File: src/rtl/gf_pkg.sv
package gf_pkg;
  localparam int unsigned CODE_W = 4;
  localparam int unsigned CNT_W  = 4;
  localparam int unsigned LG_W   = 3;
  localparam int unsigned DIV_W  = 5;

  typedef struct packed {
    logic             kern;
    logic [LG_W-1:0]  lg_div;
    logic [CNT_W-1:0] need;
  } flt_cfg_t;

  function automatic flt_cfg_t decode_code(input logic [CODE_W-1:0] c);
    flt_cfg_t r;
    r.kern   = 1'b0;
    r.lg_div = '0;
    r.need   = CNT_W'(1);
    unique case (c)
      4'h0: r.need = CNT_W'(1);
      4'h1: begin r.kern = 1'b1; r.need = CNT_W'(2); end
      4'h2: begin r.kern = 1'b1; r.need = CNT_W'(4); end
      4'h3: begin r.kern = 1'b1; r.need = CNT_W'(8); end
      4'h4: begin r.lg_div = LG_W'(1); r.need = CNT_W'(6); end
      4'h5: begin r.lg_div = LG_W'(1); r.need = CNT_W'(8); end
      4'h6: begin r.lg_div = LG_W'(2); r.need = CNT_W'(6); end
      4'h7: begin r.lg_div = LG_W'(2); r.need = CNT_W'(8); end
      4'h8: begin r.lg_div = LG_W'(3); r.need = CNT_W'(6); end
      4'h9: begin r.lg_div = LG_W'(3); r.need = CNT_W'(8); end
      4'hA: begin r.lg_div = LG_W'(4); r.need = CNT_W'(5); end
      4'hB: begin r.lg_div = LG_W'(4); r.need = CNT_W'(6); end
      4'hC: begin r.lg_div = LG_W'(4); r.need = CNT_W'(8); end
      4'hD: begin r.lg_div = LG_W'(5); r.need = CNT_W'(5); end
      4'hE: begin r.lg_div = LG_W'(5); r.need = CNT_W'(6); end
      default: begin r.lg_div = LG_W'(5); r.need = CNT_W'(8); end
    endcase
    return r;
  endfunction
endpackage

File: src/rtl/gf_sync.sv
module gf_sync #(
  parameter int unsigned STAGES = 2
) (
  input  logic clk_i,
  input  logic rst_ni,
  input  logic d_i,
  output logic q_o
);
  logic [STAGES-1:0] chain_q;

  for (genvar g = 0; g < STAGES; g++) begin : g_stage
    if (g == 0) begin : g_first
      always_ff @(posedge clk_i or negedge rst_ni) begin
        if (!rst_ni) chain_q[g] <= 1'b0;
        else         chain_q[g] <= d_i;
      end
    end else begin : g_next
      always_ff @(posedge clk_i or negedge rst_ni) begin
        if (!rst_ni) chain_q[g] <= 1'b0;
        else         chain_q[g] <= chain_q[g-1];
      end
    end
  end

  assign q_o = chain_q[STAGES-1];
endmodule

File: src/rtl/gf_rate_div.sv
module gf_rate_div
  import gf_pkg::*;
#(
  parameter int unsigned DW = DIV_W,
  parameter int unsigned LW = LG_W
) (
  input  logic          clk_i,
  input  logic          rst_ni,
  input  logic          clr_i,
  input  logic          tick_i,
  input  logic          kern_i,
  input  logic [LW-1:0] lg_div_i,
  output logic          smp_en_o,
  output logic [DW-1:0] div_o
);
  logic [DW-1:0] div_q;
  logic [DW-1:0] mask;
  logic          phase_hit;

  // low lg_div bits select the divide phase
  assign mask      = ~({DW{1'b1}} << lg_div_i);
  assign phase_hit = &(div_q | ~mask);
  assign smp_en_o  = !clr_i && (kern_i || (tick_i && phase_hit));

  always_ff @(posedge clk_i or negedge rst_ni) begin
    if (!rst_ni)     div_q <= '0;
    else if (clr_i)  div_q <= '0;
    else if (tick_i) div_q <= div_q + DW'(1);
  end

  assign div_o = div_q;
endmodule

File: src/rtl/gf_event_cnt.sv
module gf_event_cnt
  import gf_pkg::*;
#(
  parameter int unsigned CW = CNT_W
) (
  input  logic          clk_i,
  input  logic          rst_ni,
  input  logic          clr_i,
  input  logic          smp_en_i,
  input  logic          smp_i,
  input  logic [CW-1:0] need_i,
  output logic          lvl_o,
  output logic [CW-1:0] cnt_o
);
  logic          lvl_q;
  logic [CW-1:0] cnt_q;
  logic          run_done;

  assign run_done = (cnt_q == need_i - CW'(1));

  always_ff @(posedge clk_i or negedge rst_ni) begin
    if (!rst_ni) begin
      lvl_q <= 1'b0;
      cnt_q <= '0;
    end else if (clr_i) begin
      cnt_q <= '0;
    end else if (smp_en_i) begin
      if (smp_i == lvl_q) begin
        cnt_q <= '0;
      end else if (run_done) begin
        lvl_q <= smp_i;
        cnt_q <= '0;
      end else begin
        cnt_q <= cnt_q + CW'(1);
      end
    end
  end

  assign lvl_o = lvl_q;
  assign cnt_o = cnt_q;
endmodule

File: src/rtl/din_glitch_filter.sv
module din_glitch_filter
  import gf_pkg::*;
#(
  parameter int unsigned SYNC_STAGES = 2
) (
  input  logic              clk_i,
  input  logic              rst_ni,
  input  logic              din_i,
  input  logic              base_tick_i,
  input  logic [CODE_W-1:0] code_i,
  output logic              dout_o
);
  logic [CODE_W-1:0] code_q;
  logic              code_chg;
  flt_cfg_t          cfg;
  logic              din_s;
  logic              smp_en;
  logic [DIV_W-1:0]  div_val;
  logic [CNT_W-1:0]  run_cnt;

  always_ff @(posedge clk_i or negedge rst_ni) begin
    if (!rst_ni) code_q <= '0;
    else         code_q <= code_i;
  end

  assign code_chg = (code_i != code_q);
  assign cfg      = decode_code(code_i);

  gf_sync #(.STAGES(SYNC_STAGES)) i_sync (
    .clk_i  (clk_i),
    .rst_ni (rst_ni),
    .d_i    (din_i),
    .q_o    (din_s)
  );

  gf_rate_div #(.DW(DIV_W), .LW(LG_W)) i_div (
    .clk_i    (clk_i),
    .rst_ni   (rst_ni),
    .clr_i    (code_chg),
    .tick_i   (base_tick_i),
    .kern_i   (cfg.kern),
    .lg_div_i (cfg.lg_div),
    .smp_en_o (smp_en),
    .div_o    (div_val)
  );

  gf_event_cnt #(.CW(CNT_W)) i_cnt (
    .clk_i    (clk_i),
    .rst_ni   (rst_ni),
    .clr_i    (code_chg),
    .smp_en_i (smp_en),
    .smp_i    (din_s),
    .need_i   (cfg.need),
    .lvl_o    (dout_o),
    .cnt_o    (run_cnt)
  );
endmodule

File: config.mk
export PLATFORM = sky130hd
export DESIGN_NAME = din_glitch_filter
export DESIGN_NICKNAME = d
export VERILOG_FILES = /design/src/rtl/gf_pkg.sv /design/src/rtl/gf_sync.sv /design/src/rtl/gf_rate_div.sv /design/src/rtl/gf_event_cnt.sv /design/src/rtl/din_glitch_filter.sv
export SDC_FILE = /design/constraint.sdc
export NUM_CORES = 1
export LEC_CHECK = 0
export BUFFER_PORTS_ARGS = -buffer_cell sky130_fd_sc_hd__clkbuf_2
export CAP_MARGIN = 0
export CORE_AREA = 2 2 44 46
export CTS_CLUSTER_DIAMETER = 80
export DETAILED_ROUTE_END_ITERATION = 16
export DIE_AREA = 0 0 46 48
export HOLD_SLACK_MARGIN = 0.1
export PLACE_DENSITY = 0.81
export SETUP_SLACK_MARGIN = 0.5
export SYNTH_ARGS = -nofsm -noshare
export SYNTH_HDL_FRONTEND = slang
export SYNTH_SLANG_ARGS = --single-unit
File: constraint.sdc
create_clock -name clk_i -period 2.41 [get_ports clk_i]
set_input_delay 0.1205 -clock clk_i [delete_from_list [all_inputs] [get_ports clk_i]]
set_output_delay 0.1205 -clock clk_i [all_outputs]
set_load 0.02 [all_outputs]
==> results of run 1 <==
==> metal layers <==
metal	routed length [um]	up-vias	track usage (%)
met3	59	10	3.40
li1	-	368	-
met2	811	15	29.7
met4	62	0	11.4
met5	0	-	0
met1	830	357	24.4
==> final timing paths <==
| kind | cells past startpoint | start | slack (ns) | endpoint |
|---|---|---|---|---|
| min | 1 | code_i[2] | 0.10 | code_q[2] |
| min reg2reg | 0 | i_sync.chain_q[0] | 0.36 | i_sync.q_o |
| max | 11 | code_i[3] | 0.58 | i_cnt.lvl_o |
| max reg2reg | 5 | i_div.div_o[0] | 0.64 | i_cnt.lvl_o |
| max in group asynchronous | 2 | rst_ni | 1.87 | i_sync.q_o |
| min in group asynchronous | 2 | rst_ni | 0.26 | i_div.div_o[4] |
==> placed cells by master, fill, tap and decap left out, types with 3 or more instances in the layout <==
| cell type | n |
|---|---|
| dfrtp_1 | 16 |
| nor2_1 | 9 |
| xnor2_1 | 9 |
| nand2_1 | 7 |
| a21oi_1 | 5 |
| nand3_1 | 5 |
| dlygate4sd3_1 | 5 |
| clkbuf_2 | 5 |
| clkbuf_4 | 4 |
| xnor2_2 | 3 |
| inv_1 | 3 |
| a31oi_1 | 3 |
| nand4_1 | 3 |
==> timing repair <==
action / CTS / global route
gates resized for setup: 1 / 17
pin swaps: 0 / 4
gates cloned: 0 / 0
buffers inserted: 0 / 1
hold buffers: 5 / 0
setup endpoints to repair: 1 / 1
endpoints found under the hold margin: 20 / 0
==> report_power, final <==
group | internal [mW] | total, mW | switching (mW)
Combinational | 0.0525 | 0.110 | 0.0580
Sequential | 0.274 | 0.278 | 0.00355
Clock | 0.0922 | 0.184 | 0.0920
==> worst register-to-register path: cells and delay by family (launching register included) <==
family	cells	cell delay, ns
AO/OA/AOI/OAI	2	0.60
flip-flops	1	0.46
multiplexers	1	0.31
AND/OR/NAND/NOR	2	0.29
==> state kept, by name, summed over array words and instances (netlist names) <==
register,count
i_sync.q_o,1
i_div.div_o,5
i_cnt.lvl_o,1
i_sync.chain_q,1
code_q,4
i_cnt.cnt_o,4
==> metrics by stage <==
stage	power (mW)	util, %	cells	worst slack [ns]
2_1_floorplan	0.356	-	97	0.452
3_3_place_gp	0.369	59.8	118	0.255
3_5_place_dp	0.371	59.8	118	0.189
4_1_cts	0.556	65.0	127	0.521
5_1_grt	0.593	68.8	128	0.472
6_report	0.573	68.8	128	0.576
==> final cells by class <==
| class | count | share of cell area, % |
|---|---|---|
| multi-input cells | 72 | 48.7 |
| clock buffers | 4 | 3.12 |
| inverters | 4 | 1.29 |
| well taps | 17 | 1.83 |
| flip-flops and latches | 16 | 34.4 |
| repair buffers | 15 | 10.7 |
==> logic make-up after synthesis <==
family / count (synthesis) / share of synthesized area [%]
AO/OA/AOI/OAI: 19 / 16.2
AND/OR/NAND/NOR: 33 / 16.9
flip-flops: 16 / 40.5
XOR/XNOR: 15 / 14.0
buffers and inverters: 9 / 6.45
multiplexers: 2 / 2.15
adder cells (fa/ha/maj): 3 / 3.79
==> metrics.md, run 1 <==
| Metric | Value |
|---|---|
| Status | `finished, final reports clean` |
| Port bufs | `8` |
| Initial antenna violation count | `0` |
| First drt pass iteration count | `4` |
| DIE AREA | `2210 um2` |
| Reg area | `~400 um2` |
| Crit. End Element | `flop` |
| Max rail drop VDD | `~0.40 mV` |
| Minimum clock period | `1.83 ns` |
| Max stage delay cell, worst path | `mux2_1` |
| Worst EP arrival | `between 2 and 2.5 ns` |
| Least-Margin Pin Slew | `0.391 ns` |
| Vias in the first global route | `685` |
| Commonest cells in the synthesized netlist | `16 x dfrtp_1, 11 x xnor2_1, 10 x nor2_1, 7 x nand2_1` |
| Setup Viol. Count Final | `0` |
| Worst setup SP type | `input port` |
| Leak | `0.503 nW` |
| TNS Setup | `0 ns` |
| Synthesis-to-finish area growth | `17.4%` |
| Largest net degree at the start of global routing | `17` |
| RSZ-0062 raised after global routing | `no` |
| Synth top area share | `40.5%` |
| Worst Path Required | `2.59 ns` |
| CP top delay family | `simple AND/OR/NAND/NOR gates` |
| Unique masters post-synth | `33` |
| Post-synth EDFFs | `0` |
| Count leader, synth | `dfrtp_1` |
| Vias/cell | `5.86` |
| Crit-path max cell delay | `0.33 ns` |
| FF+latch count, synth | `16` |
| Hold slack | `0.104 ns` |
| CTS tree | `done` |
| Share of cells above drive strength 1 | `25.2%` |
| Mapped Area | `between 900 and 1000 um2` |
| H-tree levels | `1` |
| Routed WL | `1.76 mm` |
| Die Y | `roughly 48 um` |
| Number of max-cap violations | `0` |
| DRT iter0 DRCs | `17` |
| Slew HR | `between 70% and 80%` |
| Wire per inst | `13.8 um` |
| Layout fillers | `approximately 130` |
| GRT overflow | `0` |
| Gr usage total | `18.9%` |
| Die Wd | `46 um` |
| FMAX | `roughly 0.55 GHz` |
| Synth area leaders | `dfrtp_1 40%, xnor2_1 9.7%, buf_6 4.6%` |
| Clk sink count | `16` |
| Dpl cell area | `~1000 um2` |
| Period utilization | `76.1%` |
| FFs w/ async S/R, synth | `100%` |
| WS Path Type | `in -> reg` |
| Ys flop type | `dfrtp_1` |
| Post-Syn Nets | `108` |
| Final RePlAce weighted congestion | `0.741` |
| Final ANT Viol Nets | `0` |
| Yosys top cell by area | `dfrtp_1` |
| DRC | `0` |
| Core box area | `1690 um2` |
| Avg Inst Size Synth | `just over 10 um2` |
| Sequential share of the synthesized area | `40.5%` |
| HPWL after DPL | `1.19 mm` |
| Post-route cell area | `approximately 1200 um2` |
| Max-slew violation count | `0` |
| Syn. warnings | `0` |
| Power per Cell Area | `between 400 and 500 nW/um2` |
| CTS Buf Count | `3` |
| Clock Path Buffers | `2` |
| # diodes | `0` |
| Via count | `750` |
| Clock-pin slew on the worst setup and hold paths | `about 0.1 ns` |
| Core Rows | `15` |
| CTS Root Cell | `clkbuf_4` |
| CP bufs+invs | `1` |
| Clock skew | `0.00614 ns` |
| Crit path cell chain | `buf_6, xnor2_2, a21oi_1, nor2_1, a31oi_1, ha_2, xnor2_1, nor2_2, nand3_1, nor3_2, mux2_1` |
| Mapped Cells | `97` |
| IO Count | `9` |
| Final hold violations | `0` |
| First-pass GRT wire length | `around 2.9 mm` |
| HP Class | `in -> reg` |
| # nets final | `~120` |
| Starting Density | `58.6%` |
| Multi-input logic area | `566 um2` |
| Latest clock arrival within the worst-skew pair | `0.30 ns` |
| Critical-path maximum fanout | `9` |
No activity file was read; power rests on OpenSTA's default activity.
==> run 2, diff against run 1 <==
--- a/config.mk
+++ b/config.mk
@@ -5,14 +5,15 @@
 export SDC_FILE = /design/constraint.sdc
 export NUM_CORES = 1
 export LEC_CHECK = 0
+export ABC_AREA = 1
 export BUFFER_PORTS_ARGS = -buffer_cell sky130_fd_sc_hd__clkbuf_2
 export CAP_MARGIN = 0
-export CORE_AREA = 2 2 44 46
+export CORE_AREA = 2 2 47 49
 export CTS_CLUSTER_DIAMETER = 80
 export DETAILED_ROUTE_END_ITERATION = 16
-export DIE_AREA = 0 0 46 48
+export DIE_AREA = 0 0 49 51
 export HOLD_SLACK_MARGIN = 0.1
-export PLACE_DENSITY = 0.81
+export PLACE_DENSITY = 0.77
 export SETUP_SLACK_MARGIN = 0.5
 export SYNTH_ARGS = -nofsm -noshare
 export SYNTH_HDL_FRONTEND = slang
==> constraint.sdc (replaced) <==
create_clock -name clk_i -period 1.7 [get_ports clk_i]
set_input_delay 0.085 -clock clk_i [delete_from_list [all_inputs] [get_ports clk_i]]
set_output_delay 0.085 -clock clk_i [all_outputs]
set_load 0.02 [all_outputs]
==> run 2 against run 1 <==
Cell area increased by 32%. Sequential power is 42% higher. Critical path depth down 4. Die area is 13% higher. Global-route usage grew 4.1 points. Worst setup slack lost 0.22 ns. Synthesized cell count increased by 59%. Final cell count grew 70%. First-iteration DRC count up 47%. Utilization up 5.4 points. Critical path type is now reg -> reg. Critical endpoint is now i_cnt.cnt_o[0]. Highest routed layer unchanged.
==> metrics.md, run 2 <==
| Metric | Value |
|---|---|
| Status | `finished, final reports clean` |
| Layout fillers | `161` |
| Latest clock arrival within the worst-skew pair | `0.29 ns` |
| Count leader, synth | `nand2_1` |
| Max-slew violation count | `0` |
| DRC | `0` |
| Synthesis-to-finish area growth | `43.0%` |
| Routed WL | `2.60 mm` |
| # diodes | `0` |
| Syn. warnings | `0` |
| Clock skew | `0.00506 ns` |
| Yosys top cell by area | `dfrtp_1` |
| Synth area leaders | `dfrtp_1 37%, nand2_1 16%, nor2_1 6.7%` |
| FF+latch count, synth | `16` |
| Vias/cell | `5.08` |
| Post-synth EDFFs | `0` |
| R2r startpoint | `code_q[2]` |
| Fin util | `between 70% and 80%` |
| Post-synthesis compound-gate area fraction | `6.55%` |
| Clock-pin slew on the worst setup and hold paths | `about 0.090 ns` |
| Crit. End Element | `flop` |
| Dpl cell area | `between 1000 and 1500 um2` |
| Mux cell area share after synthesis | `0%` |
| Initial antenna violation count | `0` |
| RSZ-0062 raised after global routing | `yes` |
| Post-route insts no fill | `217` |
| Die Y | `~51 um` |
| Critical-path maximum fanout | `4` |
| FMAX | `0.743 GHz` |
| HP Start | `code_i[2]` |
| Crit-path max cell delay | `0.40 ns` |
| Power per Cell Area | `approximately 570 nW/um2` |
| Vias in the first global route | `1127` |
| Wire per inst | `around 12 um` |
| Worst Path Required | `1.92 ns` |
| Hold slack | `roughly 0.093 ns` |
| First-pass GRT wire length | `4.46 mm` |
| Largest family of logic cells by synthesized area | `simple AND/OR/NAND/NOR gates` |
| Post-Syn Nets | `165` |
| Least-Margin Pin Slew | `0.407 ns` |
| Core Rows | `17` |
| Final hold violations | `0` |
| Max stage delay cell, worst path | `dfrtp_1` |
| Unique masters post-synth | `23` |
| Port bufs | `8` |
| H-tree levels | `1` |
| Leak | `0.814 nW` |
| Setup Viol. Count Final | `0` |
| CTS Root Cell | `clkbuf_4` |
| IO Count | `9` |
| Number of max-cap violations | `0` |
| Place WS | `-0.149 ns` |
| Post-route setup slack | `0.353 ns` |
| Crit path cell chain | `nand2_1, nand4_1, nor2_4, nand2_2, nor2_1, nand3_1, o21ai_1` |
| TNS Setup | `0 ns` |
| Largest net degree at the start of global routing | `17` |
| HPWL after DPL | `approximately 1.7 mm` |
| Inst Count DP | `200` |
| Max reg flops | `5` |
| Mapped Cells | `154` |
| DIE AREA | `around 2500 um2` |
| Minimum clock period | `1.35 ns` |
| Mapped Area | `1070 um2` |
| Most frequent cells in the layout | `41 x nand2_1, 19 x buf_4, 18 x nor2_1` |
| Avg Inst Size Synth | `slightly below 7 um2` |
| FFs w/ async S/R, synth | `100%` |
| Final ANT Viol Nets | `0` |
| Max rail drop VDD | `0.518 mV` |
| Slew HR | `72.9%` |
| WS Path Type | `reg -> reg` |
| Post-Synth XOR/XNOR Area | `5.73%` |
| HP Class | `in -> reg` |
| Worst setup path start | `code_q[2]` |
| Sequential share of the synthesized area | `37.4%` |
| Total chip power | `867 uW` |
| Starting Density | `about half` |
| Clk sink count | `16` |
| Ys flop type | `dfrtp_1` |
| Fraction of the mapped netlist area in adder cells | `3.51%` |
| CTS Buf Count | `3` |
| Via count | `1103` |
| Final RePlAce weighted congestion | `about 0.87` |
| Commonest non-fill, non-tap cell in the layout | `nand2_1` |
| # nets final | `201` |
| Clock Path Buffers | `2` |
| GRT overflow | `0` |
| Gr usage total | `23.0%` |
| Post-Synth Simple-Gate Area | `37.7%` |
| Commonest cells in the synthesized netlist | `47 x nand2_1, 19 x nor2_1, 18 x inv_1, 16 x dfrtp_1, 13 x nand3_1` |
| CTS tree | `done` |
| Worst setup SP type | `flop` |
| DRT iter0 DRCs | `25` |
| Synth top area share | `roughly 37%` |
| Worst EP arrival | `around 1.6 ns` |
| Die Wd | `49 um` |
| Period utilization | `79.2%` |
| Post-route cell area | `between 1500 and 2000 um2` |
| Core box area | `2060 um2` |
| First drt pass iteration count | `6` |
| Share of cells above drive strength 1 | `33.9%` |
==> run 2: cell count changes after synthesis, moves of 4 or more <==
cell     change
inv_2        +6
nor2_1       +9
xnor2_1      -9
nand2_1     +40
buf_6        -4
nand3_1      +8
inv_1       +15
==> run 2: timing repair <==
item,CTS,global route
hold buffers,5,0
pin swaps,9,10
endpoints found under the hold margin,20,0
buffers inserted,7,1
cloned,0,0
endpoints found under the setup margin,5,10
gates resized for setup,18,13
==> run 2: final cells by class <==
| class | count | area, um2 | area share (%) |
|---|---|---|---|
| Multi-Input combinational cell | 112 | 639 | 41.8 |
| Sequential cell | 16 | 402 | 26.2 |
| Timing Repair Buffer | 32 | 295 | 19.3 |
| Inverter | 25 | 123 | 8.01 |
| Clock buffer | 4 | 36.3 | 2.37 |
| Tap cell | 28 | 35.0 | 2.29 |
==> run 2: final timing paths <==
kind	cells after the start	to	slack, ns
min in group asynchronous	2	i_div.div_o[3]	0.25
max in group asynchronous	2	i_div.div_o[2]	1.14
worst min register to register	0	i_sync.q_o	0.36
worst min-delay path	2	code_q[2]	0.09
worst max register to register	7	i_cnt.cnt_o[0]	0.35
worst max-delay path	7	i_cnt.cnt_o[0]	0.35
==> run 2: power breakdown <==
part           internal, mW  switching [mW]
logic                0.0992           0.117
registers             0.390         0.00604
clock network         0.131           0.125
total                 0.619           0.248
==> run 2: worst max-delay path, delay by kind of cell (launching register included) <==
kind	cells	cell delay [ns]
compound gates	1	0.10
simple gates	6	0.77
flops	1	0.40
==> run 2: per-layer routing <==
metal  wire length, um  GRT usage (%)  vias up
met5                 0              0        -
met2              1260           41.3       15
li1                  -              -      549
met3                59           3.22        7
met4                68           11.0        0
met1              1210           27.3      532
==> run 2: cell families after synthesis <==
logic type / count (synthesis)
and+or+nand+nor: 91
adders and majority gates: 3
DFF: 16
xor gates and xnor gates: 7
buffers and inverters: 26
AOI/OAI and AO/OA: 11
